### config.mk
export PLATFORM = sky130hd
export DESIGN_NAME = i2c_byte_front
export DESIGN_NICKNAME = d
export VERILOG_FILES = /design/src/rtl/i2c_fe_pkg.sv /design/src/rtl/i2c_line_filter.sv /design/src/rtl/i2c_cond_detect.sv /design/src/rtl/i2c_byte_engine.sv /design/src/rtl/i2c_byte_front.sv
export SDC_FILE = /design/constraint.sdc
export NUM_CORES = 1
export LEC_CHECK = 0
export BUFFER_PORTS_ARGS = -buffer_cell sky130_fd_sc_hd__buf_2
export CAP_MARGIN = 20
export CORE_MARGIN = 2
export CORE_UTILIZATION = 33
export CTS_BUF_LIST = sky130_fd_sc_hd__clkbuf_16
export DETAILED_ROUTE_END_ITERATION = 16
export PLACE_DENSITY_LB_ADDON = 0.12
export SETUP_SLACK_MARGIN = 0.5
export SLEW_MARGIN = 10
export SYNTH_ARGS = -nofsm -noshare
export SYNTH_HDL_FRONTEND = slang
export SYNTH_SLANG_ARGS = --single-unit
### constraint.sdc
create_clock -name clk -period 2.55 [get_ports clk]
set_clock_uncertainty 0.2 [all_clocks]
set_input_delay 0.51 -clock clk [delete_from_list [all_inputs] [get_ports clk]]
set_output_delay 0.51 -clock clk [all_outputs]
set_load 0.05 [all_outputs]
### src/rtl/i2c_fe_pkg.sv
package i2c_fe_pkg;

    localparam int LINE_SCL = 0;
    localparam int LINE_SDA = 1;
    localparam int NLINES   = 2;

    typedef enum logic [1:0] {
        PH_IDLE = 2'd0,
        PH_RX   = 2'd1,
        PH_TX   = 2'd2,
        PH_WAIT = 2'd3
    } fe_phase_t;

    typedef struct packed {
        logic scl_rise;
        logic scl_fall;
        logic start;
        logic stop;
    } bus_evt_t;

    function automatic logic is_master_code(input logic [7:0] b);
        return b[7:3] == 5'b00001;
    endfunction

endpackage

### src/rtl/i2c_line_filter.sv
module i2c_line_filter #(
    parameter int CNT_W = 3
) (
    input  logic             clk,
    input  logic             rst,
    input  logic             raw_i,
    input  logic [CNT_W-1:0] len_i,
    output logic             filt_o
);
    logic [1:0]       sync_q;
    logic [CNT_W-1:0] cnt_q;

    always_ff @(posedge clk) begin
        if (rst) begin
            sync_q <= 2'b11;
            cnt_q  <= '0;
            filt_o <= 1'b1;
        end else begin
            sync_q <= {sync_q[0], raw_i};
            if (sync_q[1] == filt_o) begin
                cnt_q <= '0;
            end else if ((cnt_q + CNT_W'(1)) >= len_i) begin
                filt_o <= sync_q[1];
                cnt_q  <= '0;
            end else begin
                cnt_q <= cnt_q + CNT_W'(1);
            end
        end
    end
endmodule

### src/rtl/i2c_cond_detect.sv
module i2c_cond_detect
    import i2c_fe_pkg::*;
(
    input  logic     clk,
    input  logic     rst,
    input  logic     scl_i,
    input  logic     sda_i,
    output bus_evt_t evt_o
);
    logic scl_q, sda_q;

    always_ff @(posedge clk) begin
        if (rst) begin
            scl_q <= 1'b1;
            sda_q <= 1'b1;
        end else begin
            scl_q <= scl_i;
            sda_q <= sda_i;
        end
    end

    always_comb begin
        evt_o.scl_rise = scl_i & ~scl_q;
        evt_o.scl_fall = ~scl_i & scl_q;
        evt_o.start    = scl_i & scl_q & sda_q & ~sda_i;
        evt_o.stop     = scl_i & scl_q & ~sda_q & sda_i;
    end
endmodule

### src/rtl/i2c_byte_engine.sv
module i2c_byte_engine
    import i2c_fe_pkg::*;
(
    input  logic       clk,
    input  logic       rst,
    input  bus_evt_t   evt_i,
    input  logic       sda_i,
    input  logic       ack_i,
    input  logic       tx_load_i,
    input  logic [7:0] tx_data_i,
    output logic       sda_oe_o,
    output logic       hs_mode_o,
    output logic       start_o,
    output logic       stop_o,
    output logic       rx_valid_o,
    output logic [7:0] rx_data_o,
    output logic       mack_valid_o,
    output logic       mack_o
);
    fe_phase_t  phase_q;
    logic [3:0] bit_q;
    logic [7:0] shreg_q;
    logic [7:0] tx_buf_q;
    logic       tx_pend_q;
    logic       first_q;
    logic       mcode_q;
    logic [7:0] shifted;

    assign shifted = {shreg_q[6:0], sda_i};

    always_ff @(posedge clk) begin
        if (rst) begin
            phase_q      <= PH_IDLE;
            bit_q        <= '0;
            shreg_q      <= '0;
            tx_buf_q     <= '0;
            tx_pend_q    <= 1'b0;
            first_q      <= 1'b0;
            mcode_q      <= 1'b0;
            sda_oe_o     <= 1'b0;
            hs_mode_o    <= 1'b0;
            start_o      <= 1'b0;
            stop_o       <= 1'b0;
            rx_valid_o   <= 1'b0;
            rx_data_o    <= '0;
            mack_valid_o <= 1'b0;
            mack_o       <= 1'b0;
        end else begin
            start_o      <= 1'b0;
            stop_o       <= 1'b0;
            rx_valid_o   <= 1'b0;
            mack_valid_o <= 1'b0;
            if (tx_load_i) begin
                tx_pend_q <= 1'b1;
                tx_buf_q  <= tx_data_i;
            end
            if (evt_i.stop) begin
                phase_q   <= PH_IDLE;
                bit_q     <= '0;
                sda_oe_o  <= 1'b0;
                hs_mode_o <= 1'b0;
                stop_o    <= 1'b1;
            end else if (evt_i.start) begin
                phase_q  <= PH_RX;
                bit_q    <= '0;
                first_q  <= 1'b1;
                mcode_q  <= 1'b0;
                sda_oe_o <= 1'b0;
                start_o  <= 1'b1;
            end else begin
                case (phase_q)
                    PH_RX: begin
                        if (evt_i.scl_rise && bit_q < 4'd8) begin
                            shreg_q <= shifted;
                            bit_q   <= bit_q + 4'd1;
                            if (bit_q == 4'd7) begin
                                rx_valid_o <= 1'b1;
                                rx_data_o  <= shifted;
                                if (first_q && is_master_code(shifted)) begin
                                    mcode_q   <= 1'b1;
                                    hs_mode_o <= 1'b1;
                                end
                            end
                        end else if (evt_i.scl_fall && bit_q == 4'd8) begin
                            sda_oe_o <= ack_i & ~mcode_q;
                            bit_q    <= 4'd9;
                        end else if (evt_i.scl_fall && bit_q == 4'd9) begin
                            sda_oe_o <= 1'b0;
                            first_q  <= 1'b0;
                            bit_q    <= '0;
                            if (mcode_q) begin
                                phase_q <= PH_WAIT;
                            end else if (tx_pend_q) begin
                                phase_q   <= PH_TX;
                                shreg_q   <= tx_buf_q;
                                sda_oe_o  <= ~tx_buf_q[7];
                                tx_pend_q <= 1'b0;
                            end
                        end
                    end
                    PH_TX: begin
                        if (evt_i.scl_fall && bit_q < 4'd7) begin
                            shreg_q  <= {shreg_q[6:0], 1'b0};
                            sda_oe_o <= ~shreg_q[6];
                            bit_q    <= bit_q + 4'd1;
                        end else if (evt_i.scl_fall && bit_q == 4'd7) begin
                            sda_oe_o <= 1'b0;
                            bit_q    <= 4'd8;
                        end else if (evt_i.scl_rise && bit_q == 4'd8) begin
                            mack_valid_o <= 1'b1;
                            mack_o       <= ~sda_i;
                            bit_q        <= 4'd9;
                        end else if (evt_i.scl_fall && bit_q == 4'd9) begin
                            bit_q <= '0;
                            if (mack_o && tx_pend_q) begin
                                shreg_q   <= tx_buf_q;
                                sda_oe_o  <= ~tx_buf_q[7];
                                tx_pend_q <= 1'b0;
                            end else begin
                                phase_q  <= PH_WAIT;
                                sda_oe_o <= 1'b0;
                            end
                        end
                    end
                    default: ;
                endcase
            end
        end
    end
endmodule

### src/rtl/i2c_byte_front.sv
module i2c_byte_front
    import i2c_fe_pkg::*;
#(
    parameter int FILT_STD = 6,
    parameter int FILT_HS  = 2
) (
    input  logic       clk,
    input  logic       rst,
    input  logic       scl_i,
    input  logic       sda_i,
    output logic       sda_oe_o,
    output logic       hs_mode_o,
    output logic       start_o,
    output logic       stop_o,
    output logic       rx_valid_o,
    output logic [7:0] rx_data_o,
    input  logic       ack_i,
    input  logic       tx_load_i,
    input  logic [7:0] tx_data_i,
    output logic       mack_valid_o,
    output logic       mack_o
);
    localparam int CNT_W = $clog2(FILT_STD + 1);

    logic [NLINES-1:0] raw_lines;
    logic [NLINES-1:0] filt_lines;
    logic [CNT_W-1:0]  flen;
    logic              hs_mode;
    logic              scl_filt;
    logic              sda_filt;
    bus_evt_t          evt;

    assign raw_lines[LINE_SCL] = scl_i;
    assign raw_lines[LINE_SDA] = sda_i;
    assign flen = hs_mode ? CNT_W'(FILT_HS) : CNT_W'(FILT_STD);

    generate
        for (genvar g = 0; g < NLINES; g++) begin : g_line
            i2c_line_filter #(.CNT_W(CNT_W)) u_filt (
                .clk    (clk),
                .rst    (rst),
                .raw_i  (raw_lines[g]),
                .len_i  (flen),
                .filt_o (filt_lines[g])
            );
        end
    endgenerate

    assign scl_filt = filt_lines[LINE_SCL];
    assign sda_filt = filt_lines[LINE_SDA];

    i2c_cond_detect u_cond (
        .clk   (clk),
        .rst   (rst),
        .scl_i (scl_filt),
        .sda_i (sda_filt),
        .evt_o (evt)
    );

    i2c_byte_engine u_eng (
        .clk          (clk),
        .rst          (rst),
        .evt_i        (evt),
        .sda_i        (sda_filt),
        .ack_i        (ack_i),
        .tx_load_i    (tx_load_i),
        .tx_data_i    (tx_data_i),
        .sda_oe_o     (sda_oe_o),
        .hs_mode_o    (hs_mode),
        .start_o      (start_o),
        .stop_o       (stop_o),
        .rx_valid_o   (rx_valid_o),
        .rx_data_o    (rx_data_o),
        .mack_valid_o (mack_valid_o),
        .mack_o       (mack_o)
    );

    assign hs_mode_o = hs_mode;
endmodule

== Word-level counts from Yosys, hierarchy flattened ==
Index checks and enable logic that the tools add are counted.

* Flip-flop bits (word level): 53
* Output and inout bits: 15
* Input bits: 14
* Word-level logic and storage cells: 196

* Eq/ne operators: 39
* Magnitude comparators: 4
* Bitwise operators: 24
* Muxes and demuxes: 70
* Add/subtract/negate cells: 3
* Reductions and logical operators: 32

{| class="wikitable"
|+ Operator list
! operator !! number
|-
| 7-bit two-way mux || 10
|-
| 1-bit two-way mux || 38
|-
| 5-bit AND reduction || 5
|-
| 4-bit two-way mux || 6
|-
| 3-bit inequality test, second input constant || 7
|-
| 2-bit two-way mux || 10
|-
| 10-bit AND reduction || 2
|-
| 3-bit by 1-bit inequality test with 1-bit output, second input constant || 6
|-
| 2-bit inequality test, second input constant || 8
|-
| 1-bit NOT || 16
|-
| 3-bit by 2-bit inequality test with 1-bit output, second input constant || 5
|-
| 7-bit case mux with 2 select lines || 1
|-
| 2-bit nonzero test || 6
|-
| 11-bit AND reduction || 1
|-
| 3-bit OR reduction || 3
|-
| 1-bit bitwise AND || 8
|-
| 4-bit equality test, second input constant || 2
|-
| 1-bit logical AND || 8
|-
| 4-bit by 2-bit inequality test with 1-bit output, second input constant || 2
|-
| 4-bit case mux with 2 select lines || 1
|-
| 3-bit by 1-bit adder with 3-bit output, second input constant || 2
|-
| 3-bit greater-or-equal comparator || 2
|-
| 6-bit AND reduction || 1
|-
| 6-bit OR reduction || 1
|-
| other kinds (17) || 21
|}

== Longest topological paths before layout ==
Gate-level depths: netlist (run 1).

* Depth in word-level cells: 10
* Depth in mapped cells: 9
* Mapped depth without buffers: 7

== Hierarchy ==
A second synthesis (run 1) with hierarchy kept.

* Cells, all modules: 287
* Area total of the unflattened synthesis: 2625.0 um^2

{| class="wikitable"
|+ By module, submodules not included
! module !! sequential area each (um^2) !! times used !! cells each !! area each (um^2)
|-
| i2c_byte_engine || 780.7 || 1 || 218 || 1978.1
|-
| i2c_line_filter || 120.1 || 2 || 29 || 275.3
|-
| i2c_cond_detect || 40.0 || 1 || 8 || 85.1
|-
| i2c_byte_front || 0.0 || 1 || 3 || 11.3
|}

== Worst setup path after synthesis (run 1) ==
Ideal clock, no wire load.

* Path type: register to register
* Start: register u_eng.bit_q[0]
* End: register u_eng.shreg_q[6]
* Clock period less this slack: 2.216 ns
* Slack: 0.334 ns
* Data required time: 2.270 ns
* Setup time: 0.080 ns
* Buffers on the path: 1
* Arrival time: 1.936 ns
* Cell stages (with the launch flop): 9
* Path through: dfxtp_1 -> inv_1 -> ha_1 -> and4bb_2 -> a21boi_2 -> a2111oi_4 -> buf_6 -> nor2_1 -> a211oi_2

* Longest elaborated chain between the ends: 4
* Elaborated cells on any way between the ends: 23
* Classes of those cells: order compare: 2; eq/ne: 11; mux: 3; reduce/logical: 7

{| class="wikitable"
|+ RTL lines
! element !! RTL line !! source
|-
| start, declared || i2c_byte_engine.sv:21 || <nowiki>logic [3:0] bit_q;</nowiki>
|-
| start signal, assigned || i2c_byte_engine.sv:75 || <nowiki>bit_q <= bit_q + 4'd1;</nowiki>
|-
| start signal, assigned || i2c_byte_engine.sv:105 || <nowiki>bit_q <= bit_q + 4'd1;</nowiki>
|-
| 4-bit by 3-bit < comparator with 1-bit output, or another cell as far along || i2c_byte_engine.sv:102 || <nowiki>if (evt_i.scl_fall && bit_q < 4'd7) begin</nowiki>
|-
| 1-bit logical AND, or another cell as far along || i2c_byte_engine.sv:102 ||
|-
| 3-bit by 1-bit inequality test with 1-bit output (no line), or another cell as far along || - ||
|-
| 11-bit AND reduction (no line) / 7-bit case mux with 2 select lines (equally long branches) || - ||
|-
| end signal, assigned || i2c_byte_engine.sv:95 || <nowiki>shreg_q <= tx_buf_q;</nowiki>
|-
| end signal, assigned || i2c_byte_engine.sv:103 || <nowiki>shreg_q <= {shreg_q[6:0], 1'b0};</nowiki>
|-
| end signal, assigned || i2c_byte_engine.sv:116 || <nowiki>shreg_q <= tx_buf_q;</nowiki>
|-
| end, declared || i2c_byte_engine.sv:22 || <nowiki>logic [7:0] shreg_q;</nowiki>
|}

Several ways; a longest one is shown, not always the timed one.
A chain may end at the register's enable or synchronous reset.

== Final worst setup path (run 1) ==
* Start: register u_eng.bit_q[0]
* End: register u_eng.shreg_q[0]

Same word-level chain as after synthesis.

==> metrics.md, run 1 <==
| Metric | Value |
|---|---|
| Ys async rst share | `0` |
| Final Setup Violations | `0` |
| RSZ-0062 raised after global routing | `yes` |
| Library cells used by synthesis | `49` |
| Yosys warns | `0` |
| WL final | `5870 µm` |
| Final Max Tran Viols | `0` |
| CTS max path bufs | `2` |
| Global-route wire length before repair | `~10000 µm` |
| Minimum clock period | `roughly 2.0 ns` |
| Largest net degree at the start of global routing | `25` |
| HP Class | `input port to flop` |
| Die Span Y | `92.8 µm` |
| Clock network fraction of design power | `0.383` |
| CTS Sinks | `53` |
| Vias | `2079` |
| # diodes | `0` |
| Switching power | `486 µW` |
| Critical Path Max Stage Delay | `0.39 ns` |
| Post-Syn Instances | `283` |
| Die area | `8610 µm²` |
| Nets@finish | `approximately 340` |
| Synth area leaders | `dfxtp_1 41%, mux2i_1 9.2%, nor2_1 6.3%` |
| GRT Total Usage | `0.145` |
| Top-count cell post-synth | `dfxtp_1` |
| Pwr dens | `594 nW/µm²` |
| Kind of end point of the critical path | `flop` |
| Antenna viol nets, final | `0` |
| Worst-path clk slew | `0.07 ns` |
| Period utilization | `0.794` |
| Share of cells above drive strength 1 | `0.299` |
| Switch share | `0.256` |
| CORE AREA | `roughly 7700 µm²` |
| Int Pwr | `roughly 1400 µW` |
| CP required | `2.53 ns` |
| Port Buffers | `28` |
| # DRC | `0` |
| Avg Inst Size Synth | `just over 9 µm²` |
| Top cell type's share of synthesized area | `0.408` |
| Root Buffer | `clkbuf_16` |
| VDD IR max | `between 0.3 and 0.4 mV` |
| Max-cap check violation count | `0` |
| Critical path cell sequence | `inv_2 -> ha_4 -> and4bb_2 -> a21boi_2 -> a2111oi_4 -> buf_6 -> mux2i_1 -> nor2_1` |
| Post-synth top area cell | `dfxtp_1` |
| Minimum hold slack | `roughly 0.20 ns` |
| Critical path's slowest cell | `dfxtp_4` |
| LEAKAGE | `around 0.0013 µW` |
| Post-DP HPWL | `a little over 4000 µm` |
| Synth top cells by count | `53 x dfxtp_1, 44 x nor2_1, 24 x mux2i_1` |
| Yosys reg bits | `53` |
| Crit start category | `flop` |
| Worst-Skew Late Latency | `just under 0.3 ns` |
| Drt wl/cell | `14.0 µm` |
| Crit Path Max Fanout | `7` |
| Final std cells w/o fill | `between 400 and 500` |
| Flop pwr share | `0.475` |
| H-tree levels | `2` |
| Hold Buf Count CTS | `0` |
| Slew headroom | `0.706` |
| CP arrival | `roughly 2.0 ns` |
| Primary FF master, synth | `dfxtp_1` |
| Final number of hold-violating endpoints | `0` |
| CTS tree | `yes` |
| Initial core utilization | `0.338` |
| Worst Path Class, Setup | `flop to flop` |
| Routability congestion estimate | `slightly above 0.8` |
| DR pass1 iterations | `4` |
| Status | `finished clean` |
| Measured slew at the worst slew-check pin | `0.437 ns` |
| Part of the power in combinational logic | `0.142` |
| Die W | `slightly above 90 µm` |
| Number of synthesized flops with an enable pin | `0` |
| Rows | `32` |
| Syn nets | `308` |
| DRT iter0 DRCs | `90` |
| Initial antenna violation count | `0` |
| Sequential-to-total area share from yosys stat | `0.408` |
| Syn-to-layout area delta | `22.6%` |
| Setup TNS | `0 ns` |
| Placed Cells | `402` |
| Mapped Area | `roughly 2600 µm²` |
| Vias per std cell | `between 4 and 5` |
| Num CTS Buffers | `5` |
| Total I/O pin count | `29` |
| Grt ovf | `0` |
| Max Fclk | `~490 MHz` |
| Vias in the first global route | `between 2000 and 2500` |
## final timing paths
check	start	endpoint	slack [ns]	cells past startpoint
setup / recovery	u_eng.bit_q[0]$_SDFFE_PP0N_	u_eng.shreg_q[0]$_SDFFE_PP0P_	0.53	8
hold / removal	sda_i	g_line[1].u_filt.sync_q[0]$_SDFF_PP1_	0.20	2
setup reg to reg	u_eng.bit_q[0]$_SDFFE_PP0N_	u_eng.shreg_q[0]$_SDFFE_PP0P_	0.53	8
hold reg to reg	g_line[1].u_filt.sync_q[0]$_SDFF_PP1_	g_line[1].u_filt.sync_q[1]$_SDFF_PP1_	0.21	1
## cells in the final DEF, fill, tap and decap left out, drive strengths merged, types with 4 or more instances in the layout
cell type,synthesis,routed
a211oi,7,7
a21oi,14,14
a41oi,4,4
and2,4,4
buf,6,45
clkbuf,11,6
dfxtp,53,53
ha,11,11
inv,7,8
mux2i,24,24
nand2,9,9
nand2b,11,11
nor2,45,45
nor2b,8,8
nor3,8,8
o21ai,10,10
or2,9,9
## per-layer routing
| metal | track usage | part of all wire | vias to the layer above |
|---|---|---|---|
| met5 | 0 | 0 | - |
| met2 | 0.230 | 0.46 | 31 |
| met1 | 0.194 | 0.48 | 970 |
| met3 | 0.0277 | 0.032 | 13 |
| met4 | 0.0564 | 0.024 | 0 |
| li1 | - | - | 1065 |
## area by class of cell
class	instances	area, µm²
multi-input combinational	206	1530
fill	794	4500
sequential	53	1080
clock inverter	1	8.76
clock buffer	6	150
timing repair buffer	45	275
tap	102	128
inverter	7	26.3
## what timing repair did
| action | in CTS | in global routing |
|---|---|---|
| buffers inserted | 7 | 3 |
| pin swaps | 4 | 6 |
| setup endpoints to repair | 17 | 24 |
| cloned | 1 | 0 |
| resized for setup | 16 | 14 |
## logic make-up (layout without fill, tap and decap cells)
group / after synthesis / after routing / share of synthesized area
AOI/OAI and AO/OA: 54 / 54 / 0.159
xor gates and xnor gates: 5 / 5 / 0.0168
adders and majority gates: 11 / 11 / 0.0529
buffers and inverters: 24 / 59 / 0.0414
DFF: 53 / 53 / 0.408
muxes: 24 / 24 / 0.0924
and+or+nand+nor: 112 / 112 / 0.229
## metrics by stage
stage | cell area, µm² | util | setup WS, ns | power, µW
after floorplan | 2610 | - | 0.512 | 1100
after global placement | 2840 | 0.369 | 0.299 | 1160
after detailed placement | 2840 | 0.369 | 0.273 | 1160
after CTS | 3110 | 0.405 | 0.467 | 1910
after global routing | 3190 | 0.415 | 0.408 | 1980
final | 3190 | 0.415 | 0.526 | 1890
## power groups by stage
stage | logic [µW] | clock network, µW | registers, µW
global route | 299 | 777 | 906
floorplan | 178 | 0 | 918
CTS | 260 | 751 | 901
global placement | 237 | 0 | 922
detailed placement | 238 | 0 | 920
finish | 269 | 726 | 900
## state kept, by name (all words and copies together) (netlist names), 2 cells and up
name                  count
g_line.u_filt.cnt_q       6
g_line.u_filt.filt_o      2
g_line.u_filt.sync_q      4
u_eng.bit_q               4
u_eng.phase_q             2
u_eng.rx_data_o           8
u_eng.shreg_q             7
u_eng.tx_buf_q            8
## critical path: cells and delay by family (launching register included)
kind | cells | cell delay, ns
AOI/OAI and AO/OA | 2 | 0.41
adders and majority gates | 1 | 0.16
buffers and inverters | 2 | 0.23
DFF | 1 | 0.39
muxes | 1 | 0.18
and+or+nand+nor | 2 | 0.33
Power figures use the tool's default switching activity.
==> run 2: changes to the inputs <==
Clock period 2.55 ns to 1.8 ns, I/O delays scaled along.
==> run 2 against run 1 <==
Compared with the run above: the flow now finishes with violations (setup timing); utilization rose by 12 points; cell area rose by 29%; critical endpoint is now u_eng.shreg_q[1]$_SDFFE_PP0P_; first-iteration DRC count fell by 34%; sequential power rose by 43%; setup slack got worse by 0.75 ns; cell count rose by 10%; register-to-register slack got worse by 0.75 ns; wire length rose by 16%; largest cell class unchanged; count of clock-buffer cells in the layout fell by 1; flip-flop and latch count did not move; non-clock buffer count rose by 43; via count rose by 10%.
==> metrics.md, run 2 (synthesized netlist as in run 1, its figures left out) <==
| Metric | Value |
|---|---|
| Max-cap check violation count | `0` |
| Slew headroom | `0.787` |
| RSZ-0062 raised after global routing | `yes` |
| DRT iter0 DRCs | `59` |
| CTS tree | `yes` |
| Pwr dens | `about 680 nW/µm²` |
| R2r startpoint | `u_eng.bit_q[0]$_SDFFE_PP0N_` |
| Kind of end point of the critical path | `flop` |
| Setup TNS | `-2.26 ns` |
| Switch share | `0.276` |
| Root Buffer | `clkbuf_16` |
| Share of cells above drive strength 1 | `0.558` |
| CORE AREA | `7690 µm²` |
| Antenna viol nets, final | `0` |
| Routability congestion estimate | `roughly 0.88` |
| Failing checks | `setup timing` |
| Hold EP | `g_line[0].u_filt.sync_q[0]$_SDFF_PP1_` |
| Measured slew at the worst slew-check pin | `between 0.3 and 0.4 ns` |
| Grt ovf | `0` |
| Overall power | `between 2000 and 3000 µW` |
| Largest net degree at the start of global routing | `25` |
| Nets@finish | `a little under 400` |
| Syn-to-layout area delta | `58.0%` |
| Die W | `92.8 µm` |
| Initial core utilization | `0.338` |
| LEAKAGE | `roughly 0.0017 µW` |
| Commonest non-fill, non-tap cells in the layout | `43 x buf_4, 34 x nor2_1, 28 x dfxtp_1` |
| Global-route wire length before repair | `~11000 µm` |
| Hold Buf Count CTS | `0` |
| Final Max Tran Viols | `0` |
| Worst-path clk slew | `around 0.07 ns` |
| Part of the power in combinational logic | `0.201` |
| Port Buffers | `28` |
| Status | `finished with violations` |
| CP arrival | `between 2 and 2.5 ns` |
| Post-DP HPWL | `4850 µm` |
| # diodes | `0` |
| Most common cell after layout, fill and taps aside | `buf_4` |
| H-tree levels | `2` |
| GRT Total Usage | `0.168` |
| Num CTS Buffers | `5` |
| Int Pwr | `approximately 2000 µW` |
| Crit Path Max Fanout | `6` |
| Minimum clock period | `2.02 ns` |
| CTS max path bufs | `2` |
| Clock network fraction of design power | `0.340` |
| Die Span Y | `~93 µm` |
| Biggest regs | `u_eng.rx_data_o (8), u_eng.tx_buf_q (8), u_eng.shreg_q (7)` |
| Crit start category | `flop` |
| CTS Sinks | `53` |
| Die area | `approximately 8600 µm²` |
| Vias in the first global route | `around 2300` |
| R2R cell count | `9` |
| Drt wl/cell | `about 15 µm` |
| # DRC | `0` |
| Vias | `between 2000 and 2500` |
| Period utilization | `1.12` |
| Final WS setup | `-0.220 ns` |
| Rows | `32` |
| Reg2reg end | `u_eng.shreg_q[1]$_SDFFE_PP0P_` |
| DR pass1 iterations | `4` |
| Final Setup Violations | `22` |
| Worst Path Class, Setup | `flop to flop` |
| Worst-Skew Late Latency | `between 0.2 and 0.3 ns` |
| Switching power | `774 µW` |
| CP required | `1.82 ns` |
| Final number of hold-violating endpoints | `0` |
| Hold_sp | `scl_i` |
| VDD IR max | `~0.52 mV` |
| Flop pwr share | `0.459` |
| Total I/O pin count | `29` |
| Initial antenna violation count | `0` |
| Hold Path Stages | `2` |
| Max Fclk | `just under 500 MHz` |
| Reg-to-reg slack, setup | `-0.22 ns` |
| Vias per std cell | `4.95` |
| WL final | `roughly 7000 µm` |
| HP Class | `input port to flop` |
run 2: cell count changes in the layout (fill, tap and decap cells not counted), sizes merged:
cell | before | now
inv | 8 | 7
clkinv | 0 | 3
buf | 45 | 88
clkbuf | 6 | 5
run 2: area by class of cell:
type | count | area, µm²
Clock buffer | 5 | 125
Clock inverter | 3 | 17.5
Fill cell | 716 | 3580
Inverter | 7 | 28.8
Multi-Input combinational cell | 206 | 1870
Sequential cell | 53 | 1100
Tap cell | 102 | 128
Timing Repair Buffer | 88 | 840
run 2: worst max-delay path by stage:
stage	cells past startpoint	slack, ns	startpoint	to
2_1_floorplan	8	-0.16	u_eng.bit_q[0]$_SDFFE_PP0N_	u_eng.shreg_q[6]$_SDFFE_PP0P_
3_3_place_gp	7	-0.18	u_eng.phase_q[0]$_SDFFE_PP0P_	u_eng.shreg_q[1]$_SDFFE_PP0P_
3_5_place_dp	9	-0.19	u_eng.bit_q[0]$_SDFFE_PP0N_	u_eng.shreg_q[4]$_SDFFE_PP0P_
4_1_cts	9	-0.19	u_eng.bit_q[0]$_SDFFE_PP0N_	u_eng.shreg_q[4]$_SDFFE_PP0P_
5_1_grt	9	-0.31	u_eng.bit_q[0]$_SDFFE_PP0N_	u_eng.shreg_q[4]$_SDFFE_PP0P_
6_report	9	-0.22	u_eng.bit_q[0]$_SDFFE_PP0N_	u_eng.shreg_q[1]$_SDFFE_PP0P_
run 2: timing repair:
action                     in CTS  in global routing
pin swaps                      26                  9
setup endpoints to repair      54                 53
setup buffers                   8                  6
cloned                          0                  0
resized for setup             110                 23
run 2: through the flow:
stage	utilization	area [µm²]	setup WS, ns	cells	hold WS [ns]
after floorplan	-	2830	-0.158	283	0.189
after global placement	0.436	3350	-0.180	442	0.196
after global routing	0.535	4110	-0.314	464	0.0557
after CTS	0.514	3950	-0.188	458	0.0487
after detailed placement	0.436	3350	-0.187	442	0.193
final	0.535	4110	-0.220	464	0.0516
run 2: critical path, stage by stage, from the launching register on:
cell	delay (ns)
dfxtp_4	0.38
inv_2	0.05
ha_4	0.15
and4bb_2	0.31
a21boi_4	0.07
a2111oi_4	0.30
buf_6	0.18
buf_4	0.12
nor2_4	0.03
a211oi_2	0.17
run 2: per-layer routing:
layer,global-route usage,up-vias,wire length (µm)
met4,0.0699,0,199
met3,0.0260,14,171
met2,0.266,39,3220
met1,0.227,1094,3240
li1,-,1150,-
met5,0,-,0
run 2: power groups by stage:
stage          registers [µW]  clock network [µW]  logic (µW)
2_1_floorplan            1310                   0         315
3_3_place_gp             1310                   0         465
3_5_place_dp             1310                   0         468
4_1_cts                  1280                 978         531
5_1_grt                  1300                1030         610
6_report                 1290                 954         563
